**config.mk**
```make
export PLATFORM = sky130hd
export DESIGN_NAME = fss_sched
export DESIGN_NICKNAME = d
export VERILOG_FILES = /design/src/rtl/fss_pkg.sv /design/src/rtl/fss_slot_timer.sv /design/src/rtl/fss_slot_pick.sv /design/src/rtl/fss_cmd_pipe.sv /design/src/rtl/fss_sched.sv
export SDC_FILE = /design/constraint.sdc
export NUM_CORES = 1
export LEC_CHECK = 0
export ABC_AREA = 1
export BUFFER_PORTS_ARGS = -buffer_cell sky130_fd_sc_hd__buf_2
export CELL_PAD_IN_SITES_DETAIL_PLACEMENT = 1
export CELL_PAD_IN_SITES_GLOBAL_PLACEMENT = 2
export CORE_ASPECT_RATIO = 1.1
export CORE_MARGIN = 2
export CORE_UTILIZATION = 34
export CTS_CLUSTER_DIAMETER = 100
export DETAILED_ROUTE_END_ITERATION = 6
export PLACE_DENSITY = 0.89
export SYNTH_ARGS = -nofsm -noshare
export SYNTH_HDL_FRONTEND = slang
export SYNTH_SLANG_ARGS = --single-unit
```
**constraint.sdc**
```tcl
create_clock -name clk -period 2.2 [get_ports clk]
set_input_delay 0.22 -clock clk [delete_from_list [all_inputs] [get_ports clk]]
set_output_delay 0.22 -clock clk [all_outputs]
set_load 0.05 [all_outputs]
```
**src/rtl/fss_pkg.sv**
```systemverilog
package fss_pkg;

   typedef enum logic {
      FSS_ACT = 1'b0,
      FSS_CAS = 1'b1
   } fss_cmd_e;

   // True when two command offsets of different slots could fall in one cycle
   function automatic bit fss_offsets_clash(input int slot_len, input int rcd, input int shift);
      bit clash;
      clash = (rcd % slot_len) == 0;
      if (shift != 0) begin
         if ((shift % slot_len) == 0) clash = 1'b1;
         if (((rcd + shift) % slot_len) == 0) clash = 1'b1;
         if ((((rcd > shift) ? rcd - shift : shift - rcd) % slot_len) == 0) clash = 1'b1;
      end
      return clash;
   endfunction

endpackage

```
**src/rtl/fss_slot_timer.sv**
```systemverilog
module fss_slot_timer #(
   parameter int N_DOM    = 4,
   parameter int SLOT_LEN = 7,
   localparam int CNT_W   = (SLOT_LEN > 1) ? $clog2(SLOT_LEN) : 1,
   localparam int DOM_W   = (N_DOM > 1) ? $clog2(N_DOM) : 1
) (
   input  logic             clk,
   input  logic             rst,
   output logic             decide,
   output logic [DOM_W-1:0] dom
);

   logic [CNT_W-1:0] cnt;
   logic             slot_end;

   assign slot_end = (cnt == CNT_W'(SLOT_LEN - 1));
   assign decide   = !rst && (cnt == '0);

   always_ff @(posedge clk) begin
      if (rst) begin
         cnt <= '0;
         dom <= '0;
      end else if (slot_end) begin
         cnt <= '0;
         dom <= (dom == DOM_W'(N_DOM - 1)) ? '0 : dom + 1'b1;
      end else begin
         cnt <= cnt + 1'b1;
      end
   end


   owner_hold_chk: assert property (@(posedge clk) disable iff (rst)
      !slot_end |=> $stable(dom));


   decide_spacing_chk: assert property (@(posedge clk) disable iff (rst)
      decide |=> !decide);

endmodule

```
**src/rtl/fss_slot_pick.sv**
```systemverilog
module fss_slot_pick #(
   parameter int         N_DOM      = 4,
   parameter int         BANK_W     = 3,
   parameter logic [BANK_W-1:0] DUMMY_BANK = '0,
   localparam int        DOM_W      = (N_DOM > 1) ? $clog2(N_DOM) : 1
) (
   input  logic                    decide,
   input  logic [DOM_W-1:0]        dom,
   input  logic [N_DOM-1:0]        req_valid,
   input  logic [N_DOM-1:0]        req_write,
   input  logic [N_DOM*BANK_W-1:0] req_bank,
   output logic [N_DOM-1:0]        req_ready,
   output logic                    sel_wr,
   output logic                    sel_dummy,
   output logic [BANK_W-1:0]       sel_bank
);

   logic [N_DOM-1:0]  own;
   logic              own_valid;
   logic              own_write;
   logic [BANK_W-1:0] own_bank;

   for (genvar d = 0; d < N_DOM; d++) begin : g_dom
      assign own[d]       = (dom == DOM_W'(d));
      assign req_ready[d] = decide && own[d] && req_valid[d];
   end

   always_comb begin
      own_valid = 1'b0;
      own_write = 1'b0;
      own_bank  = '0;
      for (int d = 0; d < N_DOM; d++) begin
         if (own[d]) begin
            own_valid = req_valid[d];
            own_write = req_write[d];
            own_bank  = req_bank[d*BANK_W +: BANK_W];
         end
      end
   end

   // An empty owner turns into a read to its own rank at the fixed dummy bank
   assign sel_dummy = !own_valid;
   assign sel_wr    = own_valid && own_write;
   assign sel_bank  = own_valid ? own_bank : DUMMY_BANK;

endmodule

```
**src/rtl/fss_cmd_pipe.sv**
```systemverilog
module fss_cmd_pipe #(
   parameter int  N_DOM    = 4,
   parameter int  BANK_W   = 3,
   parameter int  SLOT_LEN = 7,
   parameter int  T_RCD    = 11,
   parameter int  WR_SHIFT = 6,
   localparam int RANK_W   = (N_DOM > 1) ? $clog2(N_DOM) : 1,
   localparam int MAX_OFF  = T_RCD + WR_SHIFT,
   localparam int DEPTH    = MAX_OFF / SLOT_LEN + 1,
   localparam int AGE_W    = $clog2(MAX_OFF + 1),
   localparam int PTR_W    = (DEPTH > 1) ? $clog2(DEPTH) : 1
) (
   input  logic              clk,
   input  logic              rst,
   input  logic              load,
   input  logic              ld_wr,
   input  logic              ld_dummy,
   input  logic [RANK_W-1:0] ld_rank,
   input  logic [BANK_W-1:0] ld_bank,
   output logic              cmd_valid,
   output logic              cmd_cas,
   output logic              cmd_write,
   output logic [RANK_W-1:0] cmd_rank,
   output logic [BANK_W-1:0] cmd_bank,
   output logic              cmd_dummy
);
   import fss_pkg::*;

   logic [DEPTH-1:0]  e_v, e_wr, e_dm, emit_act, emit_cas;
   logic [RANK_W-1:0] e_rank [DEPTH];
   logic [BANK_W-1:0] e_bank [DEPTH];
   logic [AGE_W-1:0]  e_age  [DEPTH];
   logic [PTR_W-1:0]  wp;

   if (DEPTH > 1) begin : g_ring
      always_ff @(posedge clk) begin
         if (rst)       wp <= '0;
         else if (load) wp <= (wp == PTR_W'(DEPTH - 1)) ? '0 : wp + 1'b1;
      end
   end else begin : g_single
      assign wp = '0;
   end

   for (genvar i = 0; i < DEPTH; i++) begin : g_ent
      logic [AGE_W-1:0] act_off, cas_off;
      assign act_off     = e_wr[i] ? AGE_W'(WR_SHIFT) : '0;
      assign cas_off     = act_off + AGE_W'(T_RCD);
      assign emit_act[i] = e_v[i] && (e_age[i] == act_off);
      assign emit_cas[i] = e_v[i] && (e_age[i] == cas_off);

      always_ff @(posedge clk) begin
         if (rst) begin
            e_v[i]    <= 1'b0;
            e_wr[i]   <= 1'b0;
            e_dm[i]   <= 1'b0;
            e_rank[i] <= '0;
            e_bank[i] <= '0;
            e_age[i]  <= '0;
         end else if (load && (wp == PTR_W'(i))) begin
            e_v[i]    <= 1'b1;
            e_wr[i]   <= ld_wr;
            e_dm[i]   <= ld_dummy;
            e_rank[i] <= ld_rank;
            e_bank[i] <= ld_bank;
            e_age[i]  <= '0;
         end else if (e_v[i]) begin
            if (e_age[i] == cas_off) e_v[i] <= 1'b0;
            else                     e_age[i] <= e_age[i] + 1'b1;
         end
      end
   end

   always_comb begin
      cmd_valid = 1'b0;
      cmd_cas   = FSS_ACT;
      cmd_write = 1'b0;
      cmd_rank  = '0;
      cmd_bank  = '0;
      cmd_dummy = 1'b0;
      for (int i = 0; i < DEPTH; i++) begin
         if (emit_act[i] || emit_cas[i]) begin
            cmd_valid = 1'b1;
            cmd_cas   = emit_cas[i] ? FSS_CAS : FSS_ACT;
            cmd_write = e_wr[i];
            cmd_rank  = e_rank[i];
            cmd_bank  = e_bank[i];
            cmd_dummy = e_dm[i];
         end
      end
   end


   single_cmd_chk: assert property (@(posedge clk) disable iff (rst)
      $countones({emit_act, emit_cas}) <= 1);


   no_live_overwrite_chk: assert property (@(posedge clk) disable iff (rst)
      load |-> !e_v[wp]);

endmodule

```
**src/rtl/fss_sched.sv**
```systemverilog
module fss_sched #(
   parameter int  N_DOM      = 4,
   parameter int  SLOT_LEN   = 7,
   parameter int  T_CAS      = 11,
   parameter int  T_CWD      = 5,
   parameter int  T_RCD      = 11,
   parameter int  T_BURST    = 4,
   parameter int  T_RTRS     = 2,
   parameter int  BANK_W     = 3,
   parameter int  DUMMY_BANK = 0,
   localparam int RANK_W     = (N_DOM > 1) ? $clog2(N_DOM) : 1,
   localparam int DOM_W      = RANK_W,
   localparam int WR_SHIFT   = T_CAS - T_CWD
) (
   input  logic                    clk,
   input  logic                    rst,
   input  logic [N_DOM-1:0]        req_valid,
   input  logic [N_DOM-1:0]        req_write,
   input  logic [N_DOM*BANK_W-1:0] req_bank,
   output logic [N_DOM-1:0]        req_ready,
   output logic                    cmd_valid,
   output logic                    cmd_cas,
   output logic                    cmd_write,
   output logic [RANK_W-1:0]       cmd_rank,
   output logic [BANK_W-1:0]       cmd_bank,
   output logic                    cmd_dummy
);
   import fss_pkg::*;

   if (SLOT_LEN < T_BURST + T_RTRS) begin : g_bad_len
      $error("slot shorter than burst plus rank turnaround");
   end
   if (T_CWD > T_CAS) begin : g_bad_cwd
      $error("write latency must not exceed read latency");
   end
   if (fss_offsets_clash(SLOT_LEN, T_RCD, WR_SHIFT)) begin : g_bad_clash
      $error("slot length lets command offsets collide on the bus");
   end
   if (N_DOM < 1 || BANK_W < 1) begin : g_bad_size
      $error("need at least one domain and one bank bit");
   end

   logic              decide;
   logic [DOM_W-1:0]  dom;
   logic              sel_wr, sel_dummy;
   logic [BANK_W-1:0] sel_bank;

   fss_slot_timer #(.N_DOM(N_DOM), .SLOT_LEN(SLOT_LEN)) u_timer (
      .clk    (clk),
      .rst    (rst),
      .decide (decide),
      .dom    (dom)
   );

   fss_slot_pick #(.N_DOM(N_DOM), .BANK_W(BANK_W),
                   .DUMMY_BANK(BANK_W'(DUMMY_BANK))) u_pick (
      .decide    (decide),
      .dom       (dom),
      .req_valid (req_valid),
      .req_write (req_write),
      .req_bank  (req_bank),
      .req_ready (req_ready),
      .sel_wr    (sel_wr),
      .sel_dummy (sel_dummy),
      .sel_bank  (sel_bank)
   );

   fss_cmd_pipe #(.N_DOM(N_DOM), .BANK_W(BANK_W), .SLOT_LEN(SLOT_LEN),
                  .T_RCD(T_RCD), .WR_SHIFT(WR_SHIFT)) u_pipe (
      .clk       (clk),
      .rst       (rst),
      .load      (decide),
      .ld_wr     (sel_wr),
      .ld_dummy  (sel_dummy),
      .ld_rank   (dom),
      .ld_bank   (sel_bank),
      .cmd_valid (cmd_valid),
      .cmd_cas   (cmd_cas),
      .cmd_write (cmd_write),
      .cmd_rank  (cmd_rank),
      .cmd_bank  (cmd_bank),
      .cmd_dummy (cmd_dummy)
   );


   one_grant_chk: assert property (@(posedge clk) disable iff (rst)
      $onehot0(req_ready));


   grant_needs_valid_chk: assert property (@(posedge clk) disable iff (rst)
      (req_ready & ~req_valid) == '0);


   dummy_is_read_chk: assert property (@(posedge clk) disable iff (rst)
      (cmd_valid && cmd_dummy) |-> !cmd_write);


   reset_quiet_chk: assert property (@(posedge clk)
      rst |-> (!cmd_valid && req_ready == '0));

endmodule

```
==> results.sh <==
export IMPL_setup_viol=0
export IMPL_crit_arrival_ns=1.93
export IMPL_fin_setup_tns_ns=0
export IMPL_crit_fanout=16
export IMPL_finalMaxSlewViolations=0
export IMPL_tightest_slew_ns=0.5282
export IMPL_yosys_warnings=0
export IMPL_final_hold_violation_count=0
export IMPL_synth_edf_count=30
export IMPL_grt_setup_unrepaired="yes"
export IMPL_vias=2306
export IMPL_die_y_um=96.53
export IMPL_p_per_area_nw_per_um2=615.0
export IMPL_synth_cells=330
export IMPL_start_kind="flip-flop"
export IMPL_p_switching_uw=630.8
export IMPL_grt_use_met2_pct=28.85
export IMPL_drtIter0Drc=83
export IMPL_synth_top_flop_cell="edfxtp_1"
export IMPL_r2r_start="u_timer.dom[1]$_SDFFE_PP0P_"
export IMPL_die_w_um=88.12
export IMPL_swShare_pct=31.55
export IMPL_antenna_found_initial=0
export IMPL_dpl_cell_count=467
export IMPL_clockBufferDepth=2
export IMPL_dieArea_um2=8506
export IMPL_cts_tree="done"
export IMPL_hold_start="rst"
export IMPL_start_util_pct=35.21
export IMPL_fmax_ghz=0.4655
export IMPL_fin_nets=418
export IMPL_clk_latency_ns=0.30
export IMPL_pwr_share_clk_pct=26.3
export IMPL_fin_util_pct=43.26
export IMPL_netlist_area_um2=2646
export IMPL_path_class="reg2out"
export IMPL_regArea_um2=1222
export IMPL_grt_usage_pct=16.36
export IMPL_critPathRequiredTime_ns=1.98
export IMPL_detail_route_antenna_nets=0
export IMPL_place_congestion=0.8327
export IMPL_finalCritPeriodShare_pct=97.64
export IMPL_routed_wl_mm=6.894
export IMPL_grt_first_pass_wirelength_mm=10.86
export IMPL_grt_busiest_layer="met2"
export IMPL_vias_per_cell=4.687
export IMPL_peakVddDrop_mv=0.3048
export IMPL_p_int_mw=1.368
export IMPL_cts_hold_buffers=0
export IMPL_period_needed_ns=2.148
export IMPL_root_buffer="clkbuf_8"
export IMPL_async_flop_share_pct=0
export IMPL_outcome="complete, no violations"
export IMPL_synthDistinctLibCells=34
export IMPL_fin_cells=492
export IMPL_leakage_nw=1.451
export IMPL_ys_seq_area_share_pct=46.15
export IMPL_comb_power_share_pct=20.4
export IMPL_syn_area_per_cell_um2=8.019
export IMPL_maxCapViolCount=0
export IMPL_power_total_mw=1.999
export IMPL_h_tree_depth=2
export IMPL_wire_per_inst_um=14.01
export IMPL_use_met1_pct=21.04
export IMPL_cts_inserted_buffers=5
export IMPL_drive_above_1_share_pct=24.03
export IMPL_grt_use_met3_pct=2.209
export IMPL_num_antenna_cells=0
export IMPL_overflow=0
export IMPL_hpwl_mm=5.224
export IMPL_clock_sinks=46
export IMPL_dp_slack_ns=0.2536
export IMPL_ys_seq_elements=46
export IMPL_syn_nets=362
export IMPL_hold_path_class="in2reg"
export IMPL_slew_headroom_pct=64.41
export IMPL_grt_start_max_net_pins=17
export IMPL_clock_skew_ns=0.01105
export IMPL_drtPass1Iterations=4
export IMPL_port_buffers=34
export IMPL_path_clk_slew_ns=0.09
export IMPL_area_delta_synth_final_pct=22.84
export IMPL_post_route_drc_count=0
export IMPL_fill_cells=936
export IMPL_startpoint="u_pipe.e_age[2][3]$_SDFFCE_PN0P_"
export IMPL_seqPwrFrac_pct=53.4
export IMPL_multi_input_area_um2=1313
export IMPL_setup_slack_ns=0.05199
export IMPL_core_um2=7515
export IMPL_fp_row_count=33
export IMPL_io_pins=35
export IMPL_grt_pass1_vias=2335
export IMPL_endpoint_kind="output pin"
## worst max-delay path, cell delays in order, from the launching register on
cell,delay [ns]
edfxtp_1,0.45
nor2_1,0.19
nand2_1,0.09
nor3_2,0.25
nor2_4,0.06
buf_12,0.15
nand2_1,0.08
nor2_1,0.05
nor2_1,0.13
buf_6,0.18
## cells by family after synthesis
group / Yosys count / share of synthesized area [%]
simple gates: 188 / 32.25
compound gates: 38 / 7.471
fa+ha+maj: 10 / 4.728
xor+xnor: 8 / 2.648
flops: 46 / 46.15
buf+inv: 40 / 6.761
## per-stage QoR
stage / area [um2] / hold WS, ns
final: 3251 / 0.2634
after global routing: 3251 / 0.2808
after CTS: 3019 / 0.2558
after detailed placement: 2922 / 0.4438
after global placement: 2922 / 0.4304
after floorplan: 2646 / 0.4173
## cell type report
type	count	share of cell area, %
clock buffer	5	2.117
clock inverter	3	0.6543
inverter	36	4.234
multi-input combinational	245	40.38
sequential	46	37.61
tap	105	4.042
timing repair buffer	52	10.97
## layout by cell type (no fill, tap or decap), types with 2 or more instances in the layout
master     n
inv_1     31
nand3_1   13
ha_1      10
nor3_4     3
nand2_1   67
nand3_2    3
nand2_2    6
edfxtp_1  30
inv_2      4
buf_2     26
dfxtp_1   15
nand3b_1   2
or2_2      2
xnor2_1    2
nor3_1     3
buf_6      5
a21oi_1   12
o21ai_0   17
nor3_2     2
buf_4     19
nor2_1    74
xor2_1     6
nor2_2     2
nor2_4     3
nand2_4    3
o21ai_1    5
clkbuf_8   5
## path summary, 6_finish.rpt
kind | end | slack [ns] | depth (start not counted)
worst min-delay path | u_pipe.wp[1]$_SDFFE_PP0N_ | 0.26 | 2
worst max-delay path | cmd_bank[0] | 0.05 | 9
worst min register to register | u_timer.cnt[0]$_SDFF_PP0_ | 0.47 | 1
worst max register to register | u_pipe.e_wr[2]$_SDFFE_PP0P_ | 0.30 | 9
## synth_stat cells, types with 2 or more instances
cell / count / share of area, %
nor2_1: 75 / 11
nand2_1: 72 / 10
inv_1: 31 / 4.4
edfxtp_1: 30 / 34
o21ai_0: 18 / 3.4
dfxtp_1: 16 / 12
nand3_1: 14 / 2.6
a21oi_1: 12 / 2.3
ha_1: 10 / 4.7
xor2_1: 6 / 2.0
o21ai_1: 5 / 0.95
inv_2: 4 / 0.57
nor3_1: 4 / 0.76
nand3_2: 3 / 1.1
nor3_4: 3 / 1.8
buf_4: 2 / 0.57
nand2_2: 2 / 0.47
nand2_4: 2 / 0.85
nand3b_1: 2 / 0.57
nor2_2: 2 / 0.47
nor2_4: 2 / 0.85
or2_2: 2 / 0.47
xnor2_1: 2 / 0.66
## layer usage
layer  up-vias  part of all wire (%)
met3         9                   2.0
li1       1179                     -
met2        28                    51
met4         0                   1.4
met1      1090                    45
met5         -                     0
## flip-flops by register name, indices dropped and copies added, names as in the netlist
name / flops
u_pipe.e_rank: 6
u_pipe.e_dm: 3
u_pipe.e_age: 15
u_pipe.e_bank: 9
u_pipe.e_wr: 3
u_pipe.wp: 2
u_pipe.e_v: 3
u_timer.dom: 2
u_timer.cnt: 3
## power groups by stage
stage,clock network (mW),logic (mW),registers [mW]
CTS,0.538,0.356,1.07
global placement,0,0.343,1.08
floorplan,0,0.263,1.07
detailed placement,0,0.352,1.09
global route,0.572,0.459,1.08
finish,0.525,0.407,1.07
## repair_timing
item / 4_1_cts / 5_1_grt
gates cloned: 0 / 1
hold endpoints to repair: 0 / 0
setup buffers: 0 / 16
resized for setup: 3 / 30
pin swaps: 0 / 7
endpoints found under the setup margin: 7 / 10
No activity file was read; power rests on OpenSTA's default activity.
